### src/rtl/lcyc_pkg.sv
package lcyc_pkg;

  typedef enum logic {
    WIN_IDLE = 1'b0,
    WIN_RUN  = 1'b1
  } win_state_t;

  // Upper-bit extraction of the running sum (logical shift, caller truncates).
  function automatic logic [63:0] take_top(input logic [63:0] acc, input int unsigned shift);
    return acc >> shift;
  endfunction

  // Next half-cycle index and whether it closes the window.
  function automatic logic closes_window(input logic [31:0] idx, input logic [31:0] limit);
    return (idx + 32'd1) == limit;
  endfunction

endpackage

### src/rtl/lcyc_window_ctl.sv
module lcyc_window_ctl
  import lcyc_pkg::*;
#(
  parameter int CNT_W = 16
) (
  input  logic             clk,
  input  logic             rst_n,
  input  logic             zc_stb,
  input  logic             hc_wr,
  input  logic [CNT_W-1:0] hc_wdata,
  output logic             armed,
  output logic             win_start,
  output logic             win_end
);

  win_state_t       state_q;
  logic [CNT_W-1:0] limit_q;
  logic [CNT_W-1:0] hidx_q;
  logic             enabled;
  logic             run_zc;

  assign enabled   = (limit_q != '0);
  assign armed     = (state_q == WIN_RUN);
  assign run_zc    = armed && zc_stb && !hc_wr;
  assign win_start = (state_q == WIN_IDLE) && zc_stb && !hc_wr && enabled;
  assign win_end   = run_zc && closes_window(32'(hidx_q), 32'(limit_q));

  always_ff @(posedge clk) begin
    if (!rst_n) begin
      state_q <= WIN_IDLE;
      limit_q <= '0;
      hidx_q  <= '0;
    end else if (hc_wr) begin
      limit_q <= hc_wdata;
      state_q <= WIN_IDLE;
      hidx_q  <= '0;
    end else if (win_start) begin
      state_q <= WIN_RUN;
      hidx_q  <= '0;
    end else if (run_zc) begin
      hidx_q  <= win_end ? '0 : hidx_q + 1'b1;
    end
  end

  assert_idx_in_range_R3: assert property (@(posedge clk) disable iff (!rst_n)
    armed |-> (hidx_q < limit_q));
  assert_zero_count_idle_R2: assert property (@(posedge clk) disable iff (!rst_n)
    (limit_q == '0) |-> !win_end && !win_start);
  assert_rewrite_disarms_R6: assert property (@(posedge clk) disable iff (!rst_n)
    hc_wr |=> !armed);
  assert_end_needs_crossing_R3: assert property (@(posedge clk) disable iff (!rst_n)
    win_end |-> zc_stb && $past(armed || win_start || !hc_wr));

endmodule

### src/rtl/lcyc_integrator.sv
module lcyc_integrator #(
  parameter int PWR_W = 16,
  parameter int ACC_W = 40
) (
  input  logic                    clk,
  input  logic                    rst_n,
  input  logic                    armed,
  input  logic                    win_start,
  input  logic                    win_end,
  input  logic                    discard,
  input  logic                    pwr_vld,
  input  logic signed [PWR_W-1:0] pwr_smp,
  output logic        [ACC_W-1:0] acc_q
);

  function automatic logic [ACC_W-1:0] widen(input logic signed [PWR_W-1:0] s);
    return ACC_W'(s);
  endfunction

  logic [ACC_W-1:0] addend;
  logic             restart;

  assign addend  = pwr_vld ? widen(pwr_smp) : '0;
  assign restart = win_start || win_end;

  always_ff @(posedge clk) begin
    if (!rst_n || discard) begin
      acc_q <= '0;
    end else if (restart) begin
      acc_q <= addend;
    end else if (armed) begin
      acc_q <= acc_q + addend;
    end
  end

  assert_idle_holds_R4: assert property (@(posedge clk) disable iff (!rst_n)
    (!armed && !win_start && !discard) |=> $stable(acc_q));
  assert_discard_clears_R6: assert property (@(posedge clk) disable iff (!rst_n)
    discard |=> (acc_q == '0));

endmodule

### src/rtl/lcyc_status.sv
module lcyc_status
  import lcyc_pkg::*;
#(
  parameter int ACC_W = 40,
  parameter int OUT_W = 24
) (
  input  logic             clk,
  input  logic             rst_n,
  input  logic             win_end,
  input  logic [ACC_W-1:0] acc_q,
  input  logic             flag_clr,
  input  logic             irq_en,
  output logic [OUT_W-1:0] energy_q,
  output logic             cyc_flag,
  output logic             irq
);

  localparam int unsigned SHIFT = ACC_W - OUT_W;

  logic [OUT_W-1:0] energy_d;

  assign energy_d = OUT_W'(take_top(64'(acc_q), SHIFT));
  assign irq      = cyc_flag && irq_en;

  always_ff @(posedge clk) begin
    if (!rst_n) begin
      energy_q <= '0;
      cyc_flag <= 1'b0;
    end else begin
      if (win_end) energy_q <= energy_d;
      if (win_end)       cyc_flag <= 1'b1;
      else if (flag_clr) cyc_flag <= 1'b0;
    end
  end

  assert_set_wins_R8: assert property (@(posedge clk) disable iff (!rst_n)
    win_end |=> cyc_flag);
  assert_flag_falls_on_clear_R8: assert property (@(posedge clk) disable iff (!rst_n)
    $fell(cyc_flag) |-> $past(flag_clr));
  assert_energy_moves_on_end_R9: assert property (@(posedge clk) disable iff (!rst_n)
    !$stable(energy_q) |-> $past(win_end));
  assert_no_irq_without_flag_R7: assert property (@(posedge clk) disable iff (!rst_n)
    !cyc_flag |-> !irq);

endmodule

### src/rtl/lcyc_energy_acc.sv
module lcyc_energy_acc #(
  parameter int PWR_W = 16,
  parameter int ACC_W = 40,
  parameter int OUT_W = 24,
  parameter int CNT_W = 16
) (
  input  logic                    clk,
  input  logic                    rst_n,
  input  logic                    pwr_vld,
  input  logic signed [PWR_W-1:0] pwr_smp,
  input  logic                    zc_stb,
  input  logic                    hc_wr,
  input  logic        [CNT_W-1:0] hc_wdata,
  input  logic                    irq_en,
  input  logic                    flag_clr,
  output logic        [OUT_W-1:0] energy_q,
  output logic                    cyc_flag,
  output logic                    irq
);

  logic             armed;
  logic             win_start;
  logic             win_end;
  logic [ACC_W-1:0] acc_q;

  lcyc_window_ctl #(.CNT_W(CNT_W)) u_ctl (
    .clk      (clk),
    .rst_n    (rst_n),
    .zc_stb   (zc_stb),
    .hc_wr    (hc_wr),
    .hc_wdata (hc_wdata),
    .armed    (armed),
    .win_start(win_start),
    .win_end  (win_end)
  );

  lcyc_integrator #(.PWR_W(PWR_W), .ACC_W(ACC_W)) u_int (
    .clk      (clk),
    .rst_n    (rst_n),
    .armed    (armed),
    .win_start(win_start),
    .win_end  (win_end),
    .discard  (hc_wr),
    .pwr_vld  (pwr_vld),
    .pwr_smp  (pwr_smp),
    .acc_q    (acc_q)
  );

  lcyc_status #(.ACC_W(ACC_W), .OUT_W(OUT_W)) u_sts (
    .clk      (clk),
    .rst_n    (rst_n),
    .win_end  (win_end),
    .acc_q    (acc_q),
    .flag_clr (flag_clr),
    .irq_en   (irq_en),
    .energy_q (energy_q),
    .cyc_flag (cyc_flag),
    .irq      (irq)
  );

  assert_start_exclusive_R5: assert property (@(posedge clk) disable iff (!rst_n)
    !(win_start && win_end));

endmodule

### config.mk
export PLATFORM = sky130hd
export DESIGN_NAME = lcyc_energy_acc
export DESIGN_NICKNAME = d
export VERILOG_FILES = /design/src/rtl/lcyc_pkg.sv /design/src/rtl/lcyc_window_ctl.sv /design/src/rtl/lcyc_integrator.sv /design/src/rtl/lcyc_status.sv /design/src/rtl/lcyc_energy_acc.sv
export SDC_FILE = /design/constraint.sdc
export NUM_CORES = 1
export LEC_CHECK = 0
export BUFFER_PORTS_ARGS = -buffer_cell sky130_fd_sc_hd__buf_4
export CORE_ASPECT_RATIO = 1.1
export CORE_MARGIN = 2
export CORE_UTILIZATION = 30
export DETAILED_ROUTE_END_ITERATION = 10
export HOLD_SLACK_MARGIN = 0.15
export SETUP_SLACK_MARGIN = 0.4
export SLEW_MARGIN = 25
export SYNTH_ARGS = -nofsm -noshare
export SYNTH_HDL_FRONTEND = slang
export SYNTH_SLANG_ARGS = --single-unit
### constraint.sdc
create_clock -name clk -period 7.81 [get_ports clk]
set_clock_uncertainty 0.1 [all_clocks]
set_input_delay 0.3905 -clock clk [delete_from_list [all_inputs] [get_ports clk]]
set_output_delay 0.3905 -clock clk [all_outputs]
set_load 0.005 [all_outputs]
### Word-level counts from Yosys, hierarchy flattened

Index checks and enable logic that the tools add are counted.

* output and inout port bits: 26
* logic and storage cells: 34
* register bits after elaboration: 98
* bits of input ports: 39

* multiplexer cells: 6
* bitwise logic cells: 2
* add/sub/neg operators: 3
* reductions and logical operators: 16
* equality and inequality tests: 1

Operators by type and width (count)
* $mux 40: 3
* $add 40x40->40: 1
* $eq 32x16->1: 1
* $add 16x1->17 const B: 1
* $add 16x1->16 const B: 1
* $mux 16: 1
* $reduce_bool 16->1: 1
* $logic_and 1x1->1: 7
* $reduce_bool 2->1: 2
* $reduce_or 3->1: 1
* $logic_not 1->1: 2
* $logic_or 1x1->1: 2
* $mux 1: 2
* $not 1->1: 2
* $reduce_or 2->1: 1

### Depth between registers and ports, before layout

Gate-level depths: netlist of run 1.

* word-level depth: 6
* depth in mapped cells: 15
* gate-level depth less buffers: 14

### Hierarchy

From an unflattened synthesis of run 1, not the netlist that was laid out.

* cell total of the unflattened synthesis: 968
* area, all modules: 7362.1 µm²

By module, submodules not included
* lcyc_integrator: cells an instance 639, instances 1, area each 4315.4 µm²
* lcyc_window_ctl: cells an instance 248, instances 1, area each 2077.0 µm²
* lcyc_status: cells an instance 81, instances 1, area each 969.7 µm²

### Worst setup path after synthesis of run 1

No wires, ideal clock.

* path kind: in2reg
* start point: in pwr_vld
* end point: reg u_int.acc_q[37]
* required time: 7.590 ns
* data arrival time: 3.052 ns
* library setup time: 0.120 ns
* buffers on the path: 1
* slack: 4.538 ns
* cell stages on the path: 13
* cells stage by stage: clkbuf_1 > and2_1 > ha_1 > and3_1 > a221oi_1 > nand2_1 > a221oi_1 > o22ai_1 > a31o_2 > o2bb2ai_1 > a21oi_1 > nor2_1 > o31a_1

* word-level cells in the longest chain between the ends: 4

Ends and longest elaborated chain
* from (decl): line lcyc_energy_acc.sv:9 `input logic pwr_vld,`
* $mux 40 (*): line lcyc_integrator.sv:23 `assign addend = pwr_vld ? widen(pwr_smp) : '0;`
* $add 40x40->40: line lcyc_integrator.sv:32 `acc_q <= acc_q + addend;`
* $mux 40: line lcyc_integrator.sv:31 `end else if (armed) begin`
* $mux 40 (*): line lcyc_integrator.sv:29 `end else if (restart) begin`
* to (signal assigned): line lcyc_integrator.sv:30 `acc_q <= addend;`
* to (signal assigned): line lcyc_integrator.sv:32
* to (decl): line lcyc_integrator.sv:13 `output logic [ACC_W-1:0] acc_q`

Every way passes the cells marked *; elsewhere a longest branch is shown, timed or not. The select of a mux whose other input is x is not followed.
A chain may end at the register's enable or synchronous reset.

### Worst setup path after layout of run 1

* start point: reg u_ctl.state_q (netlist: u_ctl.armed)
* end point: reg u_int.acc_q[28]

* word-level cells in the longest chain between the ends: 6

Ends and longest elaborated chain
* from (decl): line lcyc_window_ctl.sv:16 `win_state_t state_q;`
* from (signal assigned): line lcyc_window_ctl.sv:30 `state_q <= WIN_IDLE;`
* from (signal assigned): line lcyc_window_ctl.sv:35 `state_q <= WIN_IDLE;`
* from (signal assigned): line lcyc_window_ctl.sv:38 `state_q <= WIN_RUN;`
* $not 1->1: line lcyc_window_ctl.sv:25 `assign win_start = (state_q == WIN_IDLE) && zc_stb && !hc_wr && enabled;`
* $logic_and 1x1->1 (3 in series): line lcyc_window_ctl.sv:25
* $logic_or 1x1->1: line lcyc_integrator.sv:24 `assign restart = win_start || win_end;`
* $mux 40 / $reduce_bool 2->1 (equally long branches)

Several ways; a longest one is shown, not always the timed one.

==> results of run 1 <==
[power groups by stage]
stage / logic [uW] / registers, uW / clock network [uW]
final: 209 / 531 / 467
after detailed placement: 206 / 542 / 0
after global placement: 205 / 542 / 0
after CTS: 207 / 531 / 484
after global routing: 231 / 533 / 503
after floorplan: 160 / 531 / 0
[worst reg2reg max path, cell delays in order (launching register included)]
cell and delay [ns]:
sky130_fd_sc_hd__dfxtp_1 0.75, sky130_fd_sc_hd__nand3b_1 0.57, sky130_fd_sc_hd__a221oi_1 0.39, sky130_fd_sc_hd__nand4b_1 0.17
sky130_fd_sc_hd__nor4b_1 0.38, sky130_fd_sc_hd__o2111a_2 0.25, sky130_fd_sc_hd__buf_4 0.50, sky130_fd_sc_hd__or2_1 0.74
sky130_fd_sc_hd__buf_4 0.36, sky130_fd_sc_hd__nand2_1 0.37, sky130_fd_sc_hd__o2111ai_1 0.20, sky130_fd_sc_hd__nor3b_1 0.08
sky130_fd_sc_hd__nor3_1 0.12
[sequential cells by signal (all words and copies together), names as in the netlist]
signal	cells
u_int.acc_q	40
u_ctl.hidx_q	16
u_ctl.limit_q	16
u_ctl.armed	1
u_sts.energy_q	24
u_sts.cyc_flag	1
[worst max path at each step]
stage,cells past startpoint,endpoint,slack [ns]
floorplan,13,u_int.acc_q[37]$_SDFFE_PP0P_,4.54
global placement,12,u_int.acc_q[28]$_SDFFE_PP0P_,2.92
detailed placement,12,u_int.acc_q[28]$_SDFFE_PP0P_,2.80
CTS,12,u_int.acc_q[28]$_SDFFE_PP0P_,2.77
global route,12,u_int.acc_q[28]$_SDFFE_PP0P_,2.28
finish,12,u_int.acc_q[28]$_SDFFE_PP0P_,2.73
[placed cells by master, fill, tap and decap left out, types with 4 or more instances in the layout]
cell type	Yosys	layout
sky130_fd_sc_hd__a211oi_1	9	9
sky130_fd_sc_hd__and2_1	24	23
sky130_fd_sc_hd__a21o_1	17	17
sky130_fd_sc_hd__nand2b_1	8	8
sky130_fd_sc_hd__dfxtp_1	98	98
sky130_fd_sc_hd__o21ai_0	50	50
sky130_fd_sc_hd__a221oi_1	5	5
sky130_fd_sc_hd__a21boi_0	4	4
sky130_fd_sc_hd__inv_1	12	12
sky130_fd_sc_hd__or2_2	4	4
sky130_fd_sc_hd__a311oi_1	5	5
sky130_fd_sc_hd__nand3b_1	4	4
sky130_fd_sc_hd__nor2b_1	49	48
sky130_fd_sc_hd__clkbuf_16	0	9
sky130_fd_sc_hd__o21ai_1	10	10
sky130_fd_sc_hd__nor2_1	95	95
sky130_fd_sc_hd__ha_1	16	16
sky130_fd_sc_hd__or4_1	4	4
sky130_fd_sc_hd__nand3_1	30	30
sky130_fd_sc_hd__buf_4	4	71
sky130_fd_sc_hd__mux2i_1	47	47
sky130_fd_sc_hd__xnor2_1	20	20
sky130_fd_sc_hd__nor4_1	19	19
sky130_fd_sc_hd__or3_1	20	20
sky130_fd_sc_hd__a32o_1	7	7
sky130_fd_sc_hd__a21oi_1	90	90
sky130_fd_sc_hd__xor2_1	12	12
sky130_fd_sc_hd__and3_1	5	5
sky130_fd_sc_hd__nand2_1	70	70
sky130_fd_sc_hd__nor3_1	20	20
sky130_fd_sc_hd__a31oi_1	15	15
sky130_fd_sc_hd__nand4_1	21	21
sky130_fd_sc_hd__o2111ai_1	4	4
[synthesized netlist by cell type, drive strengths merged, types with 6 or more instances]
cell / count
a221oi: 6
a21oi: 92
buf: 38
nor2b: 49
clkbuf: 45
xnor2: 20
xor2: 12
a21o: 17
ha: 16
mux2i: 47
nand2b: 8
dfxtp: 98
inv: 12
a31oi: 16
nand3: 31
or3: 20
or2: 6
nor3: 21
nor2: 97
a211oi: 11
nand4: 21
nand2: 70
a32o: 7
and2: 24
nor4: 19
o21ai: 62
[metrics by stage]
step	utilization	hold slack, ns	setup slack, ns
floorplan	-	0.329	4.54
global placement	0.329	0.361	2.92
detailed placement	0.329	0.363	2.80
CTS	0.342	0.178	2.77
global route	0.342	0.180	2.28
finish	0.342	0.190	2.73
[per-layer routing]
layer,vias to the layer above,global-route usage,part of all wire
met3,34,0.0308,0.051
met1,3323,0.216,0.45
met2,196,0.283,0.48
met4,0,0.0511,0.019
li1,3510,-,-
met5,-,0,0
[area by class of cell]
type                       instances  share of cell area
tap                              305              0.0470
inverter                          13             0.00601
sequential                        98               0.241
timing repair buffer              71              0.0656
multi-input combinational        770               0.603
clock inverter                     5             0.00739
clock buffer                      11              0.0299
[kinds of logic after synthesis]
| family | share of synthesized area |
|---|---|
| AOI/OAI and AO/OA | 0.245 |
| xor gates and xnor gates | 0.0385 |
| adders and majority gates | 0.0316 |
| buffers and inverters | 0.0589 |
| DFF | 0.269 |
| muxes | 0.0677 |
| and+or+nand+nor | 0.289 |
==> results.md, run 1 <==
- The run finished with clean final reports.
- The maximum clock frequency is around 200 MHz.
- The clock-pin slew of the registers on the worst-case setup and hold paths is 0.07 ns.
- The initialized floorplan defines between 50 and 60 standard-cell rows.
- The sequential cell area in the final layout is about 2000 sq um.
- From synthesis to final layout, the design area changed by 11.6%.
- CTS built an H-tree with a depth of 3.
- The total negative slack is 0 ns.
- The initial utilization of the core area, before any placement, comes to 0.306.
- For this run, the leading register cell type out of synthesis is sky130_fd_sc_hd__dfxtp_1.
- The worst register-to-register path ends at u_int.acc_q[28]$_SDFFE_PP0P_.
- Counting both buffers and inverters, the worst setup path holds a total of 2.
- After detailed placement, the design holds a cell count of 1,257.
- The power share of the sequential group is 0.440.
- The area of the core is 23,800 sq um.
- The net switching power of the design is ~350 uW.
- The detail-routed net length per standard cell is 17.0 um.
- Entering global routing, the biggest net connects slightly above 60 pins.
- Yosys mapped a number of flops with a built-in enable equal to 0.
- The placer's final routability congestion estimate is around 0.89.
- The clock latency on the worst-skew pair is ~0.36 ns.
- Setup violations remaining at the end of the flow were counted as 0.
- After technology mapping, the gate count stands at between 900 and 1,000.
- The buffer count from post-CTS setup fixing is 0.
- The number of buffers added by the clock tree synthesis step is 9.
- The routed design could run at a clock period as short as 5.08 ns.
- The kind of launch point of the worst setup path is a flip-flop.
- The average via count per standard cell is 5.55.
- The count of cells along the worst register-to-register path is 12.
- The end of the worst hold path is u_ctl.limit_q[4]$_SDFFE_PN0P_.
- The repair_antennas step left the layout with diodes totalling 0.
- The total overflow reported by the global router is 0.
- The buffer depth of the longest clock path is 2.
- The peak supply drop is about 0.000089 V.
- The cell chosen for the clock root is sky130_fd_sc_hd__clkbuf_16.
- Of the post-synthesis cell area, the dominant cell type holds 0.269.
- The beginning of the worst register-to-register path is u_ctl.armed$_SDFFE_PP0P_.
- Summed over all layers, the routed wires come to between 20 and 25 mm.
- The async set-or-reset flop fraction in the synthesized netlist is 0.
- The number of global-route vias before repair came to around 6,500.
- The switching share of total power is 0.292.
- The floorplan step defined a die boundary enclosing 25,500 sq um.
- For this run, the register share of the synthesized area comes to 0.269.
- The overall global routing resource usage is 0.167.
- The final cell count without fillers is around 1,300.
- After filler insertion, the fill cell instance count of the layout stands at around 2,500.
- The detailed-route DRC error count is 0.
- The CTS tree is built.
- After synthesis, the cell types taking the most area are sky130_fd_sc_hd__dfxtp_1, sky130_fd_sc_hd__mux2i_1, sky130_fd_sc_hd__a21oi_1.
- The hold violation total from the final report was 0.
- During placement, the flow inserted port buffers numbering 64.
- After legalization and detailed placement, the total HPWL measured roughly 15 mm.
- After synthesis the cells add up to 7280 sq um.
- The number of gates resized after CTS was 0.
- Tracing the worst setup path back leads to its startpoint at u_ctl.armed$_SDFFE_PP0P_.
- After detailed placement, the total cell area comes to between 7000 and 8000 sq um.
- During I/O placement, the number of pins put on the boundary was 65.
- The delay contributed by the slowest stage of the critical path is approximately 0.75 ns.
- Of the total power, the clock network draws 0.387.
- The post-route cell area is 8130 sq um.
- The first global-routing pass estimated 35.1 mm of wire.
- By startpoint and endpoint, the worst setup path is classified as flip-flop to flip-flop.
- Synthesis inferred 98 register bits.
- Setup repair after global routing left no endpoint under its margin.
- The combinational group share of total power is 0.173.
- In this run the tightest slew margin relative to its limit is 0.368.
- The startpoint identified for the worst hold timing path is hc_wdata[4].
- The final layout net count is 1,019.
- The master of the slowest instance on the critical path is sky130_fd_sc_hd__dfxtp_1.
- For this run, the number of Yosys warnings is 0.
- The leakage power of the design is 0.00287 uW.
- For the pin with the worst max-slew slack, the measured transition is 0.947 ns.
- The number of antenna violations at the first check in global routing is 0.
- The max-slew violation total from the final report came to 0.
- The maximum fanout along the worst path is 39.
- Detailed routing inserted a total of approximately 7,100 vias.
- The synthesized area per cell is around 7.6 sq um.
- Max-cap violations in this run came to 0.
- The worst endpoint required time is between 7 and 8 ns.
- The clock net sink count is just under 100.
- The number of routed nets with antenna violations is 0.
- The hold buffer count at CTS is 0.
- The number of DRC markers after the initial detailed-route iteration is about 520.
- The combined area of the multi-input logic cells is between 4000 and 5000 sq um.
- The top cell family by delay on the critical path is simple AND/OR/NAND/NOR gates.
- The number of cells traversed by the worst hold path is 3.
- Traced cell by cell, the critical path runs through nand3b_1 -> a221oi_1 -> nand4b_1 -> nor4b_1 -> o2111a_2 -> buf_4 -> or2_1 -> buf_4 -> nand2_1 -> o2111ai_1 -> nor3b_1 -> nor3_1.
- The arrival time of data at the critical path endpoint is around 5.3 ns.
- The synthesized design spends more area on one cell type than any other, namely sky130_fd_sc_hd__dfxtp_1.
- Overall power consumption after layout is estimated at about 1200 uW.
- The element type at the critical path end is a flip-flop.
- The share of post-route cells with drive strength above 1 is 0.121.
- The unique cell type count in the Yosys netlist is 87.
- The die is between 150 and 200 um wide.
- The synthesized netlist net count is about 1,000.
- For this run, the detailed router's first-pass iteration total came to 5.
- The portion of the clock cycle consumed by the worst path in the final layout is 0.650.
- The internal power of the cells totals around 850 uW.
- Dividing total power by cell area gives a power density of 149 nW/um^2.
- The path category of the worst min-delay check is input port to flip-flop.
- For flop-to-flop paths, the worst setup slack is between 2 and 3 ns.
- The floorplan die height is between 150 and 200 um.
- The cell repeated most along the worst path is sky130_fd_sc_hd__buf_4.
(Power assumes the default switching activity.)
==> run 2, diff against run 1 <==
Settings changed: ABC_AREA set to 1.
Clock period 7.81 ns to 4.3 ns, I/O delays scaled along.
==> run 2 against run 1 <==
Clock-buffer cell count shrank 2. Sequential power rose by 81%. Cell count up 45%. Fmax up 61%. Largest cell class unchanged. Highest routed layer unchanged.
==> results.md, run 2 <==
- The run finished with clean final reports.
- The antenna diode instance count came to 0 (unchanged).
- The path category of the worst min-delay check is input port to flip-flop.
- The peak supply drop is 0.000213 V (+140%).
- The area of the core is 26,200 sq um (+10%).
- The average via count per standard cell was 4.72 (-15%).
- The number of routed nets with antenna violations is 0 (unchanged).
- The final critical-path required period came to 3.14 ns (-1.93 ns).
- The number of I/O port buffers is 64 (unchanged).
- The gate count after technology mapping is 1,435 (+49%).
- The async set-or-reset flop fraction in the synthesized netlist came to 0 (unchanged).
- The most common cell in the synthesized netlist is sky130_fd_sc_hd__nand2_1.
- The multiplexer area fraction after synthesis is 0 (-0.0677).
- The placer's final routability congestion estimate is 0.896 (+0.91%).
- The initial core utilization was 0.307 (+0.000624).
- The maximum clock frequency is 318 MHz (+61%).
- The simple-gate area share of the yosys netlist is 0.415 (+0.127).
- The worst endpoint required time is 4.51 ns (-3.48 ns).
- The worst setup path is captured at a flip-flop.
- The launching instance or port of the critical path is u_ctl.hidx_q[0]$_SDFFE_PP0P_.
- The net switching power of the design is 714 uW (+100%).
- The hold violation total from the final report is 0 (unchanged).
- The number of iterations in the first detailed-routing pass is 5 (unchanged).
- Ranked by total cell area, the synthesized netlist is headed by sky130_fd_sc_hd__dfxtp_1, sky130_fd_sc_hd__nand2_1, sky130_fd_sc_hd__inv_1.
- The clock latency on the worst-skew pair was 0.37 ns (about the same).
- The largest total area in the synthesized netlist belongs to sky130_fd_sc_hd__dfxtp_1.
- The wire length of the first global-routing pass is 41.5 mm (+18%).
- The normalized max-slew margin came to 0.418 (+0.0496).
- Counting flops per register, the top entry is u_int.acc_q.
- The sequential cell area fraction in the yosys report was 0.244 (-0.0257).
- The number of antenna violations at the first check in global routing was 0 (unchanged).
- The share of post-route cells with drive strength above 1 is 0.0776 (-0.0432).
- The startpoint identified for the worst register-to-register timing path is u_ctl.hidx_q[0]$_SDFFE_PP0P_.
- The area of the mapped netlist came to 8050 sq um (+11%).
- TritonCTS built the clock tree.
- In the final layout, the registers with the most flip-flops are u_int.acc_q: 40 flops, u_sts.energy_q: 24 flops.
- The setup slack on the worst flop-to-flop path is 1.16 ns (-1.58 ns).
- By startpoint and endpoint, the worst setup path is classified as flip-flop to flip-flop.
- The floorplan die height is 176 um (+5.0%).
- The overall global routing resource usage is 0.180 (+0.0124).
- The synthesized netlist net count is 1,491 (+46%).
- By area, the combinational part of the netlist is dominated by simple AND/OR/NAND/NOR gates.
- The area share of xor/xnor cells in the synthesized design is 0.0319 (-0.00662).
- The number of DRC markers after the initial detailed-route iteration came to 576 (+12%).
- The half-perimeter wire length of the detailed placement result is 18.3 mm (+19%).
- The root buffer cell chosen for the clock tree is sky130_fd_sc_hd__clkbuf_16.
- By count the netlist is led by sky130_fd_sc_hd__nand2_1, sky130_fd_sc_hd__inv_1, sky130_fd_sc_hd__nand3_1, sky130_fd_sc_hd__dfxtp_1, sky130_fd_sc_hd__nor2_1.
- The buffer count from post-CTS setup fixing is 0 (unchanged).
- The clock net sink count is 98 (unchanged).
- The clock-pin slew of the registers on the worst-case setup and hold paths is 0.08 ns (about the same).
- The power share of the sequential group was 0.424 (-0.016).
- The share of power burned in the clock network came to 0.382 (-0.005).
- The least setup slack across all paths after layout is 1.16 ns (-1.58 ns).
- The I/O pin total is 65 (unchanged).
- The maximum level of the CTS H-tree is 3 (unchanged).
- The die area is 28,200 sq um (+10%).
- The fraction of the mapped netlist area in adder cells is 0.0274 (-0.00426).
- The destination of the worst register-to-register timing path is u_int.acc_q[16]$_SDFFE_PP0P_.
- The internal power was 1550 uW (+82%).
- The register bit count reported by yosys is 98 (unchanged).
- The leakage power of the design is 0.00508 uW (+77%).
- The portion of the clock cycle consumed by the worst path in the final layout came to 0.731 (+0.0814).
- The maximum fanout along the worst path came to 25 (-36%).
- From synthesis to final layout, the design area changed by 15.8%.
- The total of cells resized after clock tree synthesis is 0 (unchanged).
- The worst setup path is launched from a flip-flop.
- The count of cells along the worst register-to-register path was 17 (+5).
- The arrival time of data at the critical path endpoint is 3.36 ns (-1.89 ns).
- The number of enable-type register cells in the synthesized netlist came to 0 (unchanged).
- The total overflow reported by the global router is 0 (unchanged).
- The synthesized area per cell came to 5.61 sq um (-26%).
- The top cell types in the final layout, fill and taps aside, are sky130_fd_sc_hd__nand2_1, sky130_fd_sc_hd__inv_1, sky130_fd_sc_hd__nand3_1.
- The hold buffer count at CTS was 25 (+25).
- The unique cell type count in the Yosys netlist was 41 (-53%).
- The via total after detailed routing was 8,705 (+23%).
- The worst slack after detailed placement was 1.14 ns (-1.65 ns).
- The critical path ends at u_int.acc_q[16]$_SDFFE_PP0P_.
- The total negative slack is 0 ns (unchanged).
- The setup violation total in the final timing report is 0 (unchanged).
- The layout filler cell count is 2,949 (+16%).
- The compound-cell area share of the yosys netlist is 0.118 (-0.127).
- The detailed-route DRC error count was 0 (unchanged).
- The number of global-route vias before repair was 8,378 (+28%).
- Leaving out fill and tap cells, the most frequent cell in the layout is sky130_fd_sc_hd__nand2_1.
- The switching share of total power is 0.315 (+0.0231).
- The number of synthesis warnings is 0 (unchanged).
- The flip-flop count of the largest register after layout is 40 (unchanged).
- The buffer depth of the longest clock path is 2 (unchanged).
- The count of max-cap constraint violations is 0 (unchanged).
- The power per cell area is 243 nW/um^2 (+64%).
- The share of the synthesized area in the top cell type is 0.244 (-0.0257).
- Setup repair after global routing left no endpoint under its margin.
- The number of buffers added by the clock tree synthesis step was 9 (unchanged).
- The transition at the pin with the smallest max-transition slack is 0.872 ns (-0.0754 ns).
- The final layout net count was 1,545 (+52%).
- The top flip-flop cell by instance count after synthesis is sky130_fd_sc_hd__dfxtp_1.
- The cell row count is 62 (+5.1%).
- The total wire length after detailed routing is 24.9 mm (+15%).
- The die extent in x came to 160 um (+5.0%).
- The max-slew violation total from the final report came to 0 (unchanged).
- The detail-routed net length per standard cell is 13.5 um (-21%).
- The pin count of the biggest net entering global routing came to 81 (+33%).
- The combinational group share of total power is 0.194 (+0.021).
## run 2: changes by cell type after synthesis, sizes merged, moves of 23 or more
| cell | previous run | this run |
|---|---|---|
| nor2b | 49 | 0 |
| inv | 12 | 278 |
| nand2 | 70 | 481 |
| and2 | 24 | 1 |
| nand3 | 31 | 160 |
| mux2i | 47 | 0 |
| o21ai | 62 | 90 |
## run 2: metal layers
metal | routed length (um) | vias up | track usage
li1 | - | 4552 | -
met5 | 0 | - | 0
met2 | 11900 | 180 | 0.323
met3 | 1000 | 29 | 0.0241
met4 | 425 | 0 | 0.0477
met1 | 11600 | 3944 | 0.226
## run 2: area by class of cell
class,count,area [sq um],area share
clock buffers,9,225,0.0242
clock inverters,7,77.6,0.00832
inverters,280,1050,0.113
multi-input cells,1006,4780,0.513
flip-flops and latches,98,1960,0.210
well taps,352,440,0.0472
repair buffers,94,781,0.0838
## run 2: logic make-up (layout without fill, tap and decap cells)
group	after synthesis	count (layout)
and+or+nand+nor	781	781
DFF	98	98
xor gates and xnor gates	26	26
adders and majority gates	17	17
buffers and inverters	331	390
AOI/OAI and AO/OA	182	182
## run 2: power by group through the flow
stage / combinational, uW / clock, uW / sequential, uW
floorplan: 309 / 0 / 971
global placement: 416 / 0 / 981
detailed placement: 420 / 0 / 980
CTS: 440 / 889 / 959
global route: 500 / 925 / 963
finish: 440 / 866 / 960
## run 2: through the flow
stage,total power (uW),util,cell area (sq um),hold WS (ns),instances
2_1_floorplan,1280,-,8050,0.247,1435
3_3_place_gp,1400,0.334,8770,0.336,1805
3_5_place_dp,1400,0.334,8770,0.337,1805
4_1_cts,2290,0.356,9320,0.150,1846
5_1_grt,2390,0.356,9320,0.187,1846
6_report,2270,0.356,9320,0.149,1846
## run 2: worst min-delay path by stage
stage                                               start                         endpoint  depth (start not counted)
after CTS                                     pwr_smp[11]     u_int.acc_q[11]$_SDFFE_PP0P_                          7
final                                               hc_wr    u_ctl.limit_q[0]$_SDFFE_PN0P_                          3
after global routing                           pwr_smp[3]      u_int.acc_q[3]$_SDFFE_PP0P_                          7
after global placement    u_sts.energy_q[19]$_SDFFE_PN0P_  u_sts.energy_q[19]$_SDFFE_PN0P_                          2
after detailed placement  u_sts.energy_q[17]$_SDFFE_PN0P_  u_sts.energy_q[17]$_SDFFE_PN0P_                          2
after floorplan                                     rst_n      u_sts.cyc_flag$_SDFFE_PN0P_                          2
## run 2: critical path, stage by stage, from the launching register on
cell and delay, ns:
sky130_fd_sc_hd__dfxtp_1 0.53, sky130_fd_sc_hd__ha_1 0.28, sky130_fd_sc_hd__nand2_1 0.10, sky130_fd_sc_hd__nor2_1 0.20, sky130_fd_sc_hd__nand2_1 0.12, sky130_fd_sc_hd__nand2_1 0.08
sky130_fd_sc_hd__nand2_1 0.05, sky130_fd_sc_hd__nand2_1 0.06, sky130_fd_sc_hd__nand2_1 0.08, sky130_fd_sc_hd__nor2_1 0.11, sky130_fd_sc_hd__nand3_1 0.09, sky130_fd_sc_hd__nor2_2 0.15
sky130_fd_sc_hd__nand3_4 0.28, sky130_fd_sc_hd__nand2_4 0.29, sky130_fd_sc_hd__nand2_4 0.28, sky130_fd_sc_hd__nand3_1 0.18, sky130_fd_sc_hd__nand2_1 0.07, sky130_fd_sc_hd__inv_1 0.05
==> run 3, diff against run 2 <==
Settings changed: ABC_AREA 1 to 0.
Clock period 4.3 ns to 2.55 ns, I/O delays scaled along.
==> run 3 against run 2 <==
The run now ends with negative setup slack left. Clock-buffer cell count up 2. Worst hold slack better by 0.025 ns. Total power is 83% higher. Combinational power increased to 2.5 times the previous value. Flip-flop and latch count is the same. Critical path type unchanged. Critical endpoint is now u_int.acc_q[37]$_SDFFE_PP0P_. Largest cell class unchanged. Largest power group unchanged.
==> results.md, run 3 (synthesized netlist as in run 1, its figures left out) <==
- The die extent in x was 153 um (-4.8%).
- The flow ran to the end, but the final reports show violations.
- The share of power burned in the clock network came to 0.343 (-0.039).
- The normalized max-slew margin was 0.460 (+0.0414).
- The flip-flop count of the largest register after layout is 40 (unchanged).
- The number of iterations in the first detailed-routing pass was 5 (unchanged).
- The count of max-cap constraint violations is 0 (unchanged).
- The clock-pin slew of the registers on the worst-case setup and hold paths came to 0.08 ns (about the same).
- The library cell used most frequently in the layout, excluding fill and tap cells, is sky130_fd_sc_hd__buf_4.
- The hold violation total from the final report is 0 (unchanged).
- The overall global routing resource usage came to 0.201 (+0.0212).
- The number of global-route vias before repair was 8,241 (-1.6%).
- The top cell family by delay on the critical path is compound AO/OA/AOI/OAI gates.
- The final reports fail on negative setup slack.
- The switching share of total power was 0.312 (-0.00343).
- In the layout the commonest cells are sky130_fd_sc_hd__buf_4, sky130_fd_sc_hd__nor2_1, sky130_fd_sc_hd__dfxtp_1.
- The number of buffers and inverters on the critical path was 4 (+3).
- The final critical-path required period was 2.82 ns (-0.323 ns).
- The placer's final routability congestion estimate came to 0.899 (+0.32%).
- The initial core utilization is 0.306 (-0.000624).
- The antenna diode instance count came to 0 (unchanged).
- The worst endpoint required time is 2.71 ns (-1.80 ns).
- Setup repair after global routing could not meet its margin everywhere.
- The power share of the sequential group is 0.390 (-0.034).
- The post-route cell area came to 11,600 sq um (+25%).
- The area of the core is 23,800 sq um (-9.3%).
- The detail-routed net length per standard cell is 17.0 um (+26%).
- The max-slew violation total from the final report is 0 (unchanged).
- STA classifies the critical path startpoint as a flip-flop.
- The maximum clock frequency was 354 MHz (+11%).
- The delay contributed by the slowest stage of the critical path is 0.35 ns (-0.18 ns).
- Relative to the synthesized area, the layout overhead comes to 59.9%.
- The final layout net count is 1,312 (-15%).
- The detailed-route DRC error count was 0 (unchanged).
- The wire length of the first global-routing pass is 41.8 mm (+0.90%).
- Ranked by flip-flop count, first place goes to u_int.acc_q.
- The arrival time of data at the critical path endpoint is 2.98 ns (-0.38 ns).
- For this design, the slowest cell found on the critical path is sky130_fd_sc_hd__dfxtp_2.
- The critical path is of the flip-flop to flip-flop type.
- The number of antenna violations at the first check in global routing is 0 (unchanged).
- The final cell count without fillers came to 1,566 (-15%).
- The total overflow reported by the global router is 0 (unchanged).
- The clock latency on the worst-skew pair is 0.36 ns (about the same).
- The net switching power of the design is 1290 uW (+81%).
- The total placed cells including tap cells is 1,470 (-19%).
- The number of DRC markers after the initial detailed-route iteration is 537 (-6.8%).
- The maximum fanout along the worst path is 7 (-72%).
- In the final layout, the registers with the most flip-flops are u_int.acc_q: 40 flops, u_sts.energy_q: 24 flops.
- The portion of the clock cycle consumed by the worst path in the final layout came to 1.11 (+0.375).
- The least setup slack across all paths after layout is -0.271 ns (-1.43 ns).
- The leakage power of the design is 0.00466 uW (-8.3%).
- The I/O pin total is 65 (unchanged).
- The power per cell area is 355 nW/um^2 (+46%).
- The via total after detailed routing came to 8,371 (-3.8%).
- The internal power came to 2850 uW (+83%).
- The share of post-route cells with drive strength above 1 is 0.428 (+0.351).
- The peak supply drop is 0.000288 V (+35%).
- The total negative slack was -11.21 ns (-11.21 ns).
- The setup violation total in the final timing report is 77 (+77).
- The cell row count was 59 (-4.8%).
- The maximum level of the CTS H-tree is 3 (unchanged).
- The number of I/O port buffers is 64 (unchanged).
- The die area is 25,500 sq um (-9.3%).
- STA classifies the critical path endpoint as a flip-flop.
- The half-perimeter wire length of the detailed placement result is 18.2 mm (-0.82%).
- The pin count of the biggest net entering global routing came to 43 (-47%).
- The total cell area at the placement stage came to 9760 sq um (+11%).
- The total wire length after detailed routing was 26.6 mm (+6.6%).
- TritonCTS built the clock tree.
- The combinational group share of total power is 0.266 (+0.072).
- The cell chosen for the clock root is sky130_fd_sc_hd__clkbuf_16.
- The number of buffers added by the clock tree synthesis step is 9 (unchanged).
- The critical path goes through buf_4 -> buf_4 -> nand4_1 -> nor4_4 -> o21ai_1 -> a22oi_2 -> o2111a_2 -> nor3_4 -> buf_6 -> buf_6 -> mux2i_2 -> nor3_1 -> o31a_1.
- The average via count per standard cell was 5.35 (+13%).
- The buffer depth of the longest clock path is 2 (unchanged).
- The transition at the pin with the smallest max-transition slack is 0.811 ns (-0.0612 ns).
- The worst hold path belongs to the class input port to flip-flop.
- The floorplan die height came to 167 um (-4.8%).
- The clock net sink count came to 98 (unchanged).
- The number of routed nets with antenna violations is 0 (unchanged).
==> run 3: changes by cell type in the layout (fill, tap and decap cells not counted), moves of 20 or more <==
cell / change
sky130_fd_sc_hd__inv_1: -267
sky130_fd_sc_hd__o21ai_1: +26
sky130_fd_sc_hd__a21oi_2: +29
sky130_fd_sc_hd__buf_6: +31
sky130_fd_sc_hd__or3_1: +20
sky130_fd_sc_hd__nor2b_1: +47
sky130_fd_sc_hd__mux2i_1: +46
sky130_fd_sc_hd__nand2_1: -412
sky130_fd_sc_hd__buf_4: +223
sky130_fd_sc_hd__o21ai_0: -68
sky130_fd_sc_hd__a21oi_1: -24
sky130_fd_sc_hd__nand3_1: -122
==> run 3: timing repair <==
action	in CTS	in global routing
endpoints found under the setup margin	82	82
hold endpoints to repair	24	0
gates resized for setup	127	90
hold buffers	24	0
setup buffers	37	13
gates cloned	4	2
pin swaps	66	57
==> run 3: area by class of cell <==
class / count / area [sq um]
Fill cell: 2243 / 12100
Multi-Input combinational cell: 771 / 5780
Timing Repair Buffer: 363 / 3130
Sequential cell: 98 / 1990
Tap cell: 305 / 382
Clock buffer: 11 / 253
Inverter: 13 / 56.3
Clock inverter: 5 / 48.8
==> run 3: power by group through the flow <==
stage | Combinational, uW | Sequential [uW] | Clock (uW)
after detailed placement | 884 | 1650 | 0
final | 1100 | 1620 | 1420
after floorplan | 546 | 1630 | 0
after global routing | 1190 | 1620 | 1500
after CTS | 1000 | 1610 | 1450
after global placement | 879 | 1650 | 0
==> run 3: worst min-delay path, cell delays in order <==
cell	delay (ns)
sky130_fd_sc_hd__buf_4	0.11
sky130_fd_sc_hd__and2_4	0.16
sky130_fd_sc_hd__nor2_1	0.13
sky130_fd_sc_hd__a311oi_2	0.06
==> run 3: worst paths after layout <==
path / start / depth (start not counted) / slack [ns] / to
worst max-delay path: u_ctl.hidx_q[5]$_SDFFE_PP0P_ / 13 / -0.27 / u_int.acc_q[37]$_SDFFE_PP0P_
worst min-delay path: pwr_smp[11] / 4 / 0.17 / u_int.acc_q[11]$_SDFFE_PP0P_
worst max register to register: u_ctl.hidx_q[5]$_SDFFE_PP0P_ / 13 / -0.27 / u_int.acc_q[37]$_SDFFE_PP0P_
worst min register to register: u_int.acc_q[39]$_SDFFE_PP0P_ / 1 / 0.39 / u_int.acc_q[39]$_SDFFE_PP0P_
==> run 3: stage by stage <==
stage / total power (uW) / setup slack (ns) / hold WS, ns / util
2_1_floorplan: 2170 / -0.334 / 0.156 / -
3_3_place_gp: 2530 / -0.532 / 0.283 / 0.411
3_5_place_dp: 2530 / -0.551 / 0.292 / 0.411
4_1_cts: 4070 / -0.259 / 0.164 / 0.468
5_1_grt: 4310 / -0.411 / 0.177 / 0.490
6_report: 4140 / -0.271 / 0.174 / 0.490
==> run 3: layer usage <==
metal	global-route usage	part of all wire	vias up
met5	0	0	-
met4	0.0640	0.022	0
met3	0.0290	0.046	48
met2	0.359	0.50	220
met1	0.248	0.43	3977
li1	-	-	4126
